--- config.mk ---
export PLATFORM = sky130hd
export DESIGN_NAME = dma_dispatch_front
export DESIGN_NICKNAME = d
export VERILOG_FILES = /design/src/rtl/dmadp_pkg.sv /design/src/rtl/dmadp_fifo.sv /design/src/rtl/dmadp_mover.sv /design/src/rtl/dma_dispatch_front.sv
export SDC_FILE = /design/constraint.sdc
export NUM_CORES = 2
export LEC_CHECK = 0
export BUFFER_PORTS_ARGS = -buffer_cell sky130_fd_sc_hd__buf_4
export CELL_PAD_IN_SITES_DETAIL_PLACEMENT = 1
export CELL_PAD_IN_SITES_GLOBAL_PLACEMENT = 1
export CORE_MARGIN = 2
export CORE_UTILIZATION = 50
export CTS_BUF_LIST = sky130_fd_sc_hd__clkbuf_8
export CTS_CLUSTER_SIZE = 10
export DETAILED_ROUTE_END_ITERATION = 7
export PLACE_DENSITY_LB_ADDON = 0.1
export SYNTH_ARGS = -nofsm -noshare
export SYNTH_HDL_FRONTEND = slang
export SYNTH_MEMORY_MAX_BITS = 65536
export SYNTH_SLANG_ARGS = --single-unit
--- constraint.sdc ---
create_clock -name clk -period 6.51 [get_ports clk]
set_input_delay 0.9765 -clock clk [delete_from_list [all_inputs] [get_ports clk]]
set_output_delay 0.9765 -clock clk [all_outputs]
set_load 0.02 [all_outputs]
--- src/rtl/dmadp_pkg.sv ---
package dmadp_pkg;
  localparam int DESC_WORDS = 8;
  typedef logic [DESC_WORDS-1:0][31:0] desc_t;

  // descriptor word slots the dispatcher itself decodes
  localparam int W_LEN  = 2;
  localparam int W_SEQ  = 3;
  localparam int W_CTRL = 7;

  // descriptor control word bits
  localparam int DC_CMP_IRQ    = 14;
  localparam int DC_EARLY_DONE = 24;
  localparam int DC_GO         = 31;

  // control register bits
  localparam int CT_STOP       = 0;
  localparam int CT_RESET      = 1;
  localparam int CT_STOP_ERR   = 2;
  localparam int CT_STOP_EARLY = 3;
  localparam int CT_GIE        = 4;
  localparam int CT_STOP_FETCH = 5;

  // status register bits
  localparam int ST_BUSY       = 0;
  localparam int ST_D_EMPTY    = 1;
  localparam int ST_D_FULL     = 2;
  localparam int ST_R_EMPTY    = 3;
  localparam int ST_R_FULL     = 4;
  localparam int ST_STOPPED    = 5;
  localparam int ST_RESETTING  = 6;
  localparam int ST_STOP_ERR   = 7;
  localparam int ST_STOP_EARLY = 8;
  localparam int ST_IRQ        = 9;

  localparam logic [1:0] WIN_CSR  = 2'd0;
  localparam logic [1:0] WIN_DESC = 2'd1;
  localparam logic [1:0] WIN_RESP = 2'd2;

  typedef struct packed {
    logic [31:0] bytes;
    logic        early;
    logic [7:0]  err;
  } resp_t;
endpackage

--- src/rtl/dmadp_fifo.sv ---
module dmadp_fifo #(
  parameter int W     = 8,
  parameter int DEPTH = 16
) (
  input  logic                       clk,
  input  logic                       rst_n,
  input  logic                       clr,
  input  logic                       push,
  input  logic [W-1:0]               wdata,
  input  logic                       pop,
  output logic [W-1:0]               rdata,
  output logic [$clog2(DEPTH+1)-1:0] count,
  output logic                       full,
  output logic                       empty
);
  localparam int AW = (DEPTH > 1) ? $clog2(DEPTH) : 1;
  localparam int CW = $clog2(DEPTH+1);

  logic [W-1:0]  mem [DEPTH];
  logic [AW-1:0] wr_ptr_q, wr_ptr_d, rd_ptr_q, rd_ptr_d;
  logic [CW-1:0] cnt_q, cnt_d;
  logic          push_ok, pop_ok;

  assign full    = (cnt_q == CW'(DEPTH));
  assign empty   = (cnt_q == '0);
  assign push_ok = push && !full && !clr;
  assign pop_ok  = pop && !empty && !clr;
  assign rdata   = mem[rd_ptr_q];
  assign count   = cnt_q;

  always_comb begin
    wr_ptr_d = wr_ptr_q;
    rd_ptr_d = rd_ptr_q;
    cnt_d    = cnt_q;
    if (clr) begin
      wr_ptr_d = '0;
      rd_ptr_d = '0;
      cnt_d    = '0;
    end else begin
      if (push_ok) wr_ptr_d = (wr_ptr_q == AW'(DEPTH-1)) ? '0 : wr_ptr_q + 1'b1;
      if (pop_ok)  rd_ptr_d = (rd_ptr_q == AW'(DEPTH-1)) ? '0 : rd_ptr_q + 1'b1;
      case ({push_ok, pop_ok})
        2'b10:   cnt_d = cnt_q + 1'b1;
        2'b01:   cnt_d = cnt_q - 1'b1;
        default: cnt_d = cnt_q;
      endcase
    end
  end

  always_ff @(posedge clk or negedge rst_n) begin
    if (!rst_n) begin
      wr_ptr_q <= '0;
      rd_ptr_q <= '0;
      cnt_q    <= '0;
    end else begin
      wr_ptr_q <= wr_ptr_d;
      rd_ptr_q <= rd_ptr_d;
      cnt_q    <= cnt_d;
    end
  end

  always_ff @(posedge clk) begin
    if (push_ok) mem[wr_ptr_q] <= wdata;
  end
endmodule

--- src/rtl/dmadp_mover.sv ---
module dmadp_mover
  import dmadp_pkg::*;
#(
  parameter int DELAY = 6
) (
  input  logic        clk,
  input  logic        rst_n,
  input  logic        clr,
  input  logic        halt,
  input  logic        desc_avail,
  input  desc_t       desc_in,
  output logic        desc_pop,
  input  logic        resp_full,
  output logic        resp_push,
  output resp_t       resp_out,
  output logic        irq_req,
  output logic        active,
  output logic [15:0] rd_seq,
  output logic [15:0] wr_seq
);
  localparam int DW = (DELAY > 1) ? $clog2(DELAY) : 1;

  logic          act_q, act_d;
  logic [DW-1:0] cnt_q, cnt_d;
  logic [31:0]   len_q, len_d, ctl_q, ctl_d;
  logic [15:0]   rseq_q, rseq_d, wseq_q, wseq_d;
  logic          unused_desc_words;

  assign unused_desc_words = ^{desc_in[0], desc_in[1], desc_in[4], desc_in[5],
                               desc_in[6], desc_in[W_SEQ][31:16]};

  assign desc_pop  = !act_q && desc_avail && !halt && !clr;
  assign resp_push = act_q && (cnt_q == '0) && !resp_full && !clr;

  assign resp_out.bytes = len_q;
  assign resp_out.err   = ctl_q[7:0];
  assign resp_out.early = ctl_q[DC_EARLY_DONE];
  assign irq_req        = ctl_q[DC_CMP_IRQ] || (|(ctl_q[7:0] & ctl_q[23:16]));
  assign active         = act_q;
  assign rd_seq         = rseq_q;
  assign wr_seq         = wseq_q;

  always_comb begin
    act_d  = act_q;
    cnt_d  = cnt_q;
    len_d  = len_q;
    ctl_d  = ctl_q;
    rseq_d = rseq_q;
    wseq_d = wseq_q;
    if (clr) begin
      act_d  = 1'b0;
      cnt_d  = '0;
      rseq_d = '0;
      wseq_d = '0;
    end else if (desc_pop) begin
      act_d  = 1'b1;
      cnt_d  = DW'(DELAY-1);
      len_d  = desc_in[W_LEN];
      ctl_d  = desc_in[W_CTRL];
      rseq_d = desc_in[W_SEQ][15:0];
    end else if (act_q) begin
      if (cnt_q != '0) begin
        cnt_d = cnt_q - 1'b1;
      end else if (resp_push) begin
        act_d  = 1'b0;
        wseq_d = rseq_q;
      end
    end
  end

  always_ff @(posedge clk or negedge rst_n) begin
    if (!rst_n) begin
      act_q  <= 1'b0;
      cnt_q  <= '0;
      len_q  <= '0;
      ctl_q  <= '0;
      rseq_q <= '0;
      wseq_q <= '0;
    end else begin
      act_q  <= act_d;
      cnt_q  <= cnt_d;
      len_q  <= len_d;
      ctl_q  <= ctl_d;
      rseq_q <= rseq_d;
      wseq_q <= wseq_d;
    end
  end
endmodule

--- src/rtl/dma_dispatch_front.sv ---
module dma_dispatch_front
  import dmadp_pkg::*;
#(
  parameter int DESC_DEPTH   = 16,
  parameter int RESP_DEPTH   = 16,
  parameter int MOVER_DELAY  = 6,
  parameter int RESET_CYCLES = 4
) (
  input  logic        clk,
  input  logic        rst_n,
  input  logic        bus_wr,
  input  logic        bus_rd,
  input  logic [1:0]  bus_win,
  input  logic [2:0]  bus_addr,
  input  logic [31:0] bus_wdata,
  output logic [31:0] bus_rdata,
  output logic        irq
);
  localparam int DCW = $clog2(DESC_DEPTH+1);
  localparam int RCW = $clog2(RESP_DEPTH+1);
  localparam int RW  = $bits(resp_t);
  localparam int TW  = (RESET_CYCLES > 1) ? $clog2(RESET_CYCLES) : 1;

  // register state
  logic [DESC_WORDS-2:0][31:0] stage_q, stage_d;
  logic [5:0]                  ctl_q, ctl_d;
  logic                        serr_q, serr_d, searly_q, searly_d, sirq_q, sirq_d;
  logic                        resetting_q, resetting_d;
  logic [TW-1:0]               rtim_q, rtim_d;
  logic                        bseen_q, bseen_d;

  // interconnect
  logic            csr_wr, desc_wr, commit;
  logic            d_full, d_empty, d_pop, r_full, r_empty, r_push, r_pop;
  logic [DCW-1:0]  d_cnt;
  logic [RCW-1:0]  r_cnt;
  desc_t           d_in, d_out;
  resp_t           r_in, r_out;
  logic [RW-1:0]   r_out_bits;
  logic            irq_req, mv_active, halt, busy, stopped;
  logic [15:0]     rd_seq, wr_seq;
  logic [31:0]     status_w;

  assign csr_wr  = bus_wr && (bus_win == WIN_CSR) && !resetting_q;
  assign desc_wr = bus_wr && (bus_win == WIN_DESC) && !resetting_q;
  assign commit  = desc_wr && (bus_addr == 3'(W_CTRL)) && bus_wdata[DC_GO];
  assign d_in    = {bus_wdata, stage_q};
  assign r_out   = resp_t'(r_out_bits);
  assign r_pop   = bus_rd && (bus_win == WIN_RESP) && (bus_addr == 3'd1) && bseen_q && !r_empty;

  assign halt    = ctl_q[CT_STOP] || ctl_q[CT_STOP_FETCH] || serr_q || searly_q || resetting_q;
  assign busy    = !d_empty || mv_active;
  assign stopped = halt && !resetting_q && !mv_active;
  assign irq     = sirq_q && ctl_q[CT_GIE];

  dmadp_fifo #(.W($bits(desc_t)), .DEPTH(DESC_DEPTH)) desc_q_i (
    .clk(clk), .rst_n(rst_n), .clr(resetting_q),
    .push(commit), .wdata(d_in), .pop(d_pop), .rdata(d_out),
    .count(d_cnt), .full(d_full), .empty(d_empty)
  );

  dmadp_fifo #(.W(RW), .DEPTH(RESP_DEPTH)) resp_q_i (
    .clk(clk), .rst_n(rst_n), .clr(resetting_q),
    .push(r_push), .wdata(r_in), .pop(r_pop), .rdata(r_out_bits),
    .count(r_cnt), .full(r_full), .empty(r_empty)
  );

  dmadp_mover #(.DELAY(MOVER_DELAY)) mover_i (
    .clk(clk), .rst_n(rst_n), .clr(resetting_q), .halt(halt),
    .desc_avail(!d_empty), .desc_in(d_out), .desc_pop(d_pop),
    .resp_full(r_full), .resp_push(r_push), .resp_out(r_in),
    .irq_req(irq_req), .active(mv_active), .rd_seq(rd_seq), .wr_seq(wr_seq)
  );

  // next state
  always_comb begin
    stage_d     = stage_q;
    ctl_d       = ctl_q;
    serr_d      = serr_q;
    searly_d    = searly_q;
    sirq_d      = sirq_q;
    resetting_d = resetting_q;
    rtim_d      = rtim_q;
    bseen_d     = bseen_q;

    if (resetting_q) begin
      stage_d  = '0;
      serr_d   = 1'b0;
      searly_d = 1'b0;
      sirq_d   = 1'b0;
      bseen_d  = 1'b0;
      if (rtim_q == '0) resetting_d = 1'b0;
      else              rtim_d = rtim_q - 1'b1;
    end else begin
      if (desc_wr && (bus_addr != 3'(W_CTRL)))
        stage_d[bus_addr] = bus_wdata;
      if (csr_wr && (bus_addr == 3'd1)) begin
        if (bus_wdata[CT_RESET]) begin
          ctl_d       = '0;
          resetting_d = 1'b1;
          rtim_d      = TW'(RESET_CYCLES-1);
        end else begin
          ctl_d = bus_wdata[5:0];
        end
      end
      if (csr_wr && (bus_addr == 3'd0)) begin
        if (bus_wdata[ST_STOP_ERR])   serr_d   = 1'b0;
        if (bus_wdata[ST_STOP_EARLY]) searly_d = 1'b0;
        if (bus_wdata[ST_IRQ])        sirq_d   = 1'b0;
      end
      if (r_push) begin
        if (irq_req) sirq_d = 1'b1;
        if (ctl_q[CT_STOP_ERR] && (r_in.err != 8'd0)) serr_d = 1'b1;
        if (ctl_q[CT_STOP_EARLY] && r_in.early)       searly_d = 1'b1;
      end
      if (bus_rd && (bus_win == WIN_RESP) && !r_empty) begin
        if (bus_addr == 3'd0) bseen_d = 1'b1;
      end
      if (r_pop) bseen_d = 1'b0;
    end
  end

  always_ff @(posedge clk or negedge rst_n) begin
    if (!rst_n) begin
      stage_q     <= '0;
      ctl_q       <= '0;
      serr_q      <= 1'b0;
      searly_q    <= 1'b0;
      sirq_q      <= 1'b0;
      resetting_q <= 1'b0;
      rtim_q      <= '0;
      bseen_q     <= 1'b0;
    end else begin
      stage_q     <= stage_d;
      ctl_q       <= ctl_d;
      serr_q      <= serr_d;
      searly_q    <= searly_d;
      sirq_q      <= sirq_d;
      resetting_q <= resetting_d;
      rtim_q      <= rtim_d;
      bseen_q     <= bseen_d;
    end
  end

  // read path
  always_comb begin
    status_w                = '0;
    status_w[ST_BUSY]       = busy;
    status_w[ST_D_EMPTY]    = d_empty;
    status_w[ST_D_FULL]     = d_full;
    status_w[ST_R_EMPTY]    = r_empty;
    status_w[ST_R_FULL]     = r_full;
    status_w[ST_STOPPED]    = stopped;
    status_w[ST_RESETTING]  = resetting_q;
    status_w[ST_STOP_ERR]   = serr_q;
    status_w[ST_STOP_EARLY] = searly_q;
    status_w[ST_IRQ]        = sirq_q;
  end

  always_comb begin
    bus_rdata = '0;
    if (bus_rd) begin
      case (bus_win)
        WIN_CSR: begin
          case (bus_addr)
            3'd0:    bus_rdata = status_w;
            3'd1:    bus_rdata = {26'd0, ctl_q};
            3'd2:    bus_rdata = {16'(d_cnt), 16'(d_cnt)};
            3'd3:    bus_rdata = {16'd0, 16'(r_cnt)};
            3'd4:    bus_rdata = {wr_seq, rd_seq};
            default: bus_rdata = '0;
          endcase
        end
        WIN_DESC: bus_rdata = (bus_addr == 3'(W_CTRL)) ? '0 : stage_q[bus_addr];
        WIN_RESP: begin
          if (!r_empty) begin
            if (bus_addr == 3'd0)      bus_rdata = r_out.bytes;
            else if (bus_addr == 3'd1) bus_rdata = {23'd0, r_out.early, r_out.err};
          end
        end
        default: bus_rdata = '0;
      endcase
    end
  end
endmodule

# == After elaboration in Yosys (flattened, before gate mapping) ==
# Memories as Yosys holds them, arrays and structs flattened.
# Index checks and enable logic that the tools add are counted.
# classes
addsub,10
magnitude_cmp,2
eq_ne,21
muxes,78
bitwise,2
n_reduce_logical,78
# op_table
cell,count
224-bit 2-to-1 mux,2
224-bit bitwise mux,1
32-bit 2-to-1 mux,6
32-bit one-hot mux with 5 select lines,1
16-bit 2-to-1 mux,7
32-bit binary-select mux with 3-bit select,1
32-bit demux with 3-bit select,1
32-bit one-hot mux with 3 select lines,1
4-bit 2-to-1 mux,12
1-bit logical AND,34
1-bit 2-to-1 mux,32
3-bit nonzero test,7
5-bit one-hot mux with 2 select lines,2
2-bit nonzero test,10
4-bit by 1-bit adder with 4-bit output (second input constant),4
4-bit equality test (second input constant),4
3-bit 2-to-1 mux,4
5-bit by 1-bit adder with 5-bit output (second input constant),2
5-bit equality test (second input constant),2
5-bit zero test,2
5-bit 2-to-1 mux,2
5-bit by 1-bit subtractor with 5-bit output (second input constant),2
9-bit 2-to-1 mux,1
8-bit bitwise AND,1
other kinds (23),50
# word_totals
register_bits,356
mem_bits_rw,4752
input_bits,41
wordCells,219
memories,2
# mem_list
memory,depth,word_bits,read_ports,rd_clocked_by_memory_dff,wr,line_no,rtl
desc_q_i.mem,16,256,1,0,1,dmadp_fifo.sv:19,logic [W-1:0] mem [DEPTH];
resp_q_i.mem,16,41,1,0,1,dmadp_fifo.sv:19,

# == Longest topological paths before layout ==
# depth
ltp_word,12
depth_mapped,13
mapped_depth_nobuf,12

# == Hierarchy ==
# From an unflattened synthesis, not the netlist that was laid out.
# unflattened
hier_cells,10407
area_unflattened_um2,198200.1
# modules_own_cells
mod,instances,cells_per_inst,area_each_um2
dmadp_fifo at desc_q_i,1,7467,156506.4
dmadp_fifo at resp_q_i,1,1345,26011.2
dma_dispatch_front,1,1376,12303.0
dmadp_mover,1,219,3379.5

# == Worst setup path before layout ==
# Ideal clock, no wire load.
# synth_path
path_type,input to register
start,input bus_addr[2]
end,"memory desc_q_i.mem[5][100] (netlist bit), enable pin"
setup_ns,0.571
arrival_ns,6.613
required_ns,5.939
path_slack_ns,-0.674
cell_stages,5
n_path_buf,1
cell_sequence,clkbuf_1 -> nand4_1 -> a211oi_1 -> nand2_1 -> nor3_1
# synth_via
elab_chain_len,7
# synth_rtl
item,line_no,rtl
from (decl),dma_dispatch_front.sv:14,"input logic [2:0] bus_addr,"
3-bit equality test,dma_dispatch_front.sv:46,assign commit = desc_wr && (bus_addr == 3'(W_CTRL)) && bus_wdata[DC_GO];
1-bit logical AND (2 in a row),dma_dispatch_front.sv:46,
1-bit logical AND (2 in a row),dmadp_fifo.sv:26,assign push_ok = push && !full && !clr;
1-bit 2-to-1 mux,dmadp_fifo.sv:63,if (push_ok) mem[wr_ptr_q] <= wdata;
1-bit 2-to-1 mux (not written as such),dmadp_fifo.sv:63,
to (decl),dmadp_fifo.sv:19,
# Every way passes these cells.

# == Worst setup path after layout ==
# layout_path
start,register resp_q_i.rd_ptr_q[0]
end,output bus_rdata[18]
# layout_via
elab_chain_len,5
# layout_rtl
item,line_no,rtl
from (decl),dmadp_fifo.sv:20,"logic [AW-1:0] wr_ptr_q, wr_ptr_d, rd_ptr_q, rd_ptr_d;"
from (signal assigned),dmadp_fifo.sv:57,rd_ptr_q <= rd_ptr_d;
memory read 16 x 41 bit,-,
32-bit 2-to-1 mux,dma_dispatch_front.sv:177,if (bus_addr == 3'd0) bus_rdata = r_out.bytes;
32-bit 2-to-1 mux,dma_dispatch_front.sv:176,if (!r_empty) begin
32-bit one-hot mux with 3 select lines,dma_dispatch_front.sv:163,case (bus_win)
32-bit 2-to-1 mux,dma_dispatch_front.sv:162,if (bus_rd) begin
to (decl),dma_dispatch_front.sv:16,"output logic [31:0] bus_rdata,"
# Every way passes these cells.

==> results.md <==
* Cts-stage hold buffer count at 1
* CP arrival at 4.47 ns
* Seq/Total Area, Yosys at 0.7381
* Min-Delay Path Class: in -> reg
* Max Fclk at 0.1835 GHz
* Reg2Reg Launch Point: resetting_q
* Clock slew at reported path FFs at 0.06 ns
* Peak supply drop at 326.0 uV
* Filler Cells Inserted at 14,590
* Routed WL at 238.2 mm
* 1st-pass router iterations at 6
* Synthesized net count at 4,532
* Failing checks: capacitance limit
* Row count at 148
* Drt drc at 0
* Multi-input gate area at 20,310 um2
* Synthesized area at 81,450 um2
* Max incr delay on CP at 0.86 ns
* CTS tree: yes
* WHS Endpoint: d_in[29]
* Layout area overhead at 12.01%
* Vias in the first global route at 47,230
* Synthesis-stage register bit count at 2,060
* R2R Path End: desc_q_i.count[4]
* DIE HEIGHT at 407.6 um
* Critical path, cell by cell: buf_4 > mux4_2 > a221oi_1 > o22ai_1 > buf_4
* Power, Total at 34.54 mW
* Vias per cell at 6.296
* Syn. warnings at 0
* First-pass GRT wire length at 344.9 mm
* Post-synthesis instance total at 4,472
* Largest net degree at the start of global routing at 183
* Yosys top cell by area: edfxtp_1
* Avg WL per Cell at 33.26 um
* Worst-path fanout max at 32
* IO Pins at 74
* Final setup TNS at 0 ns
* Hold Path Depth at 3
* Final setup viols at 0
* Final-report max-slew violation count at 0
* Critical path startpoint category: register
* Synth area leaders: edfxtp_1, mux4_2, dfrtp_1
* Clock power share at 0.309
* Crit share post-route at 0.8369
* Clock Skews at 0.07322 ns
* Switch share at 0.2966
* Core box area at 162,200 um2
* Worst r2r path cells at 12
* Flop pwr share at 0.514
* Top FF cell, synth: edfxtp_1
* Slowest CP cell: dfrtp_4
* FFs w/ async S/R, synth at 0.1689
* Initial antenna violation count at 12
* Switching pwr at 10.24 mW
* CP endpoint kind: primary output
* Clk Latency, worst-skew pair at 1.07 ns
* Hpwl dp at 140.6 mm
* Resized Gates After CTS at 0
* Initial Utilization at 0.5021
* Cell internal pwr at 24.30 mW
* Clock Tree Root: clkbuf_8
* PortBufs at 73
* Reg area at 60,150 um2
* Die ar. at 166,100 um2
* PD cells at 378.6 nW/um2
* Final worst path period need at 5.448 ns
* Hold path start: bus_wdata[29]
* Max_cap viols at 1
* Num CTS Buffers at 352
* Net count, final at 4,785
* Final estimated routing congestion in global placement at 0.9194
* Gr usage total at 0.2898
* Max Buffers Root-to-Sink at 4
* Mapped Avg Cell Area at 18.21 um2
* Status: finished with violations
* Pleak at 30.66 nW
* Endpoints failing hold at 0
* Synth cell types at 68
* Most frequent CP cell: buf_4
* Gr ovfl total at 0
* Worst slew pin tran at 1.460 ns
* DRT antenna net count at 0
* Worst EP required at 5.53 ns
* Reg-to-reg slack, setup at 2.49 ns
* RSZ-0062 raised after global routing: false
* Share of cells above drive strength 1 at 0.2523
* CTS H-tree depth at 5
* Critical path class: reg -> out
* Logic pwr share at 0.177
* Post-synth top area share at 0.6312
* Initial drt markers at 4,957
* Clock sink total at 2,060
* Slew headroom at 0.01744
* Post-CTS setup buffers at 0
* Via count at 45,090
* Die span in x at 407.6 um
* Post-synth EDFFs at 1,712
[cell families after synthesis]
group,Yosys count,synth area share
flip-flops,2060,0.7381
AND/OR/NAND/NOR,903,0.04533
multiplexers,621,0.1542
AO/OA/AOI/OAI,539,0.04254
buffers and inverters,318,0.01549
adder cells (fa/ha/maj),19,0.003011
XOR/XNOR,12,0.001290
[power groups by stage]
stage               Combinational, mW  Clock [mW]  Sequential (mW)
finish                           6.13        10.7             17.7
global route                     6.56        11.4             17.9
CTS                              6.18        10.9             17.7
detailed placement               6.17           0             18.0
global placement                 6.08           0             17.9
floorplan                        4.44           0             16.8
[sequential cells by signal, indices dropped and copies added (netlist names), 2 cells and up]
| register | flops |
|---|---|
| desc_q_i.mem | 1056 |
| desc_q_i.rd_ptr_q | 4 |
| mover_i.cnt_q | 3 |
| desc_q_i.wr_ptr_q | 4 |
| d_in | 224 |
| ctl_q | 5 |
| rtim_q | 2 |
| resp_q_i.count | 5 |
| mover_i.ctl_q | 18 |
| resp_q_i.mem | 656 |
| resp_q_i.wr_ptr_q | 4 |
| mover_i.len_q | 32 |
| resp_q_i.rd_ptr_q | 4 |
| mover_i.rd_seq | 16 |
| mover_i.wr_seq | 16 |
| desc_q_i.count | 5 |
[worst max-delay path: cells and delay by family (launching register included)]
kind | cells | cell delay (ns)
AOI/OAI and AO/OA | 2 | 1.14
DFF | 1 | 0.86
buffers and inverters | 2 | 0.72
muxes | 1 | 0.57
[routing by layer]
layer,vias up,GRT usage,wire length (um)
li1,18300,-,-
met5,-,0,30
met3,395,0.05315,18070
met2,1978,0.4499,112000
met1,24410,0.4227,101500
met4,4,0.08755,6574
[layout by cell type, fill, tap and decap left out, drive strengths merged, types with 7 or more instances in the layout]
| master | instances |
|---|---|
| or3 | 7 |
| o22ai | 13 |
| clkbuf | 379 |
| nand2b | 9 |
| inv | 152 |
| mux2 | 81 |
| nand2 | 700 |
| nor2 | 68 |
| a21o | 11 |
| nor2b | 10 |
| a221oi | 53 |
| xnor2 | 8 |
| buf | 189 |
| a211oi | 10 |
| and2 | 17 |
| a22o | 21 |
| o211ai | 28 |
| o221ai | 12 |
| dfrtp | 348 |
| a31oi | 20 |
| clkinv | 101 |
| edfxtp | 1712 |
| mux4 | 499 |
| nand3 | 30 |
| nor4 | 13 |
| a22oi | 30 |
| o21ai | 19 |
| mux2i | 41 |
| nor3 | 24 |
| ha | 18 |
| a21oi | 276 |
[how the worst max path moves through the flow]
stage                          from                   end  slack [ns]  cells past startpoint
2_1_floorplan           bus_addr[2]  desc_q_i.mem[5][100]       -0.67                      5
3_3_place_gp            bus_addr[0]          bus_rdata[3]        1.65                      6
3_5_place_dp            bus_addr[0]          bus_rdata[3]        1.54                      6
4_1_cts        resp_q_i.rd_ptr_q[0]         bus_rdata[18]        0.90                      5
5_1_grt        resp_q_i.rd_ptr_q[0]         bus_rdata[12]        0.88                      7
6_report       resp_q_i.rd_ptr_q[0]         bus_rdata[18]        1.06                      5
[per-stage QoR]
step | instance area, um2 | util | std cells | hold WS [ns] | worst slack [ns]
global placement | 84950 | 0.5237 | 6545 | 0.4618 | 1.647
floorplan | 81450 | - | 4472 | 0.4446 | -0.6741
CTS | 91220 | 0.5623 | 7157 | 0.1068 | 0.8985
detailed placement | 84950 | 0.5237 | 6545 | 0.4722 | 1.544
global route | 91220 | 0.5624 | 7158 | 0.1924 | 0.8792
finish | 91230 | 0.5624 | 7162 | 0.2367 | 1.062
[area by class of cell]
| class | instances | share of cell area |
|---|---|---|
| Antenna cell | 5 | 0.0001371 |
| Timing Repair Buffer | 190 | 0.01835 |
| Clock buffer | 379 | 0.05718 |
| Tap cell | 2175 | 0.02983 |
| Clock inverter | 232 | 0.01148 |
| Inverter | 27 | 0.001111 |
| Multi-Input combinational cell | 2094 | 0.2227 |
| Sequential cell | 2060 | 0.6593 |
[cell usage after synthesis (20+ instances only)]
cell	instances
edfxtp_1	1712
nand2_1	700
mux4_2	499
dfrtp_1	348
a21oi_1	276
clkbuf_1	189
mux2_2	81
nor2_1	68
a221oi_1	53
buf_1	50
buf_2	44
mux2i_1	41
a22oi_1	30
nand3_1	30
o211ai_1	28
inv_1	25
nor3_1	23
a22o_1	21
a31oi_1	20
Power figures use the tool's default switching activity.
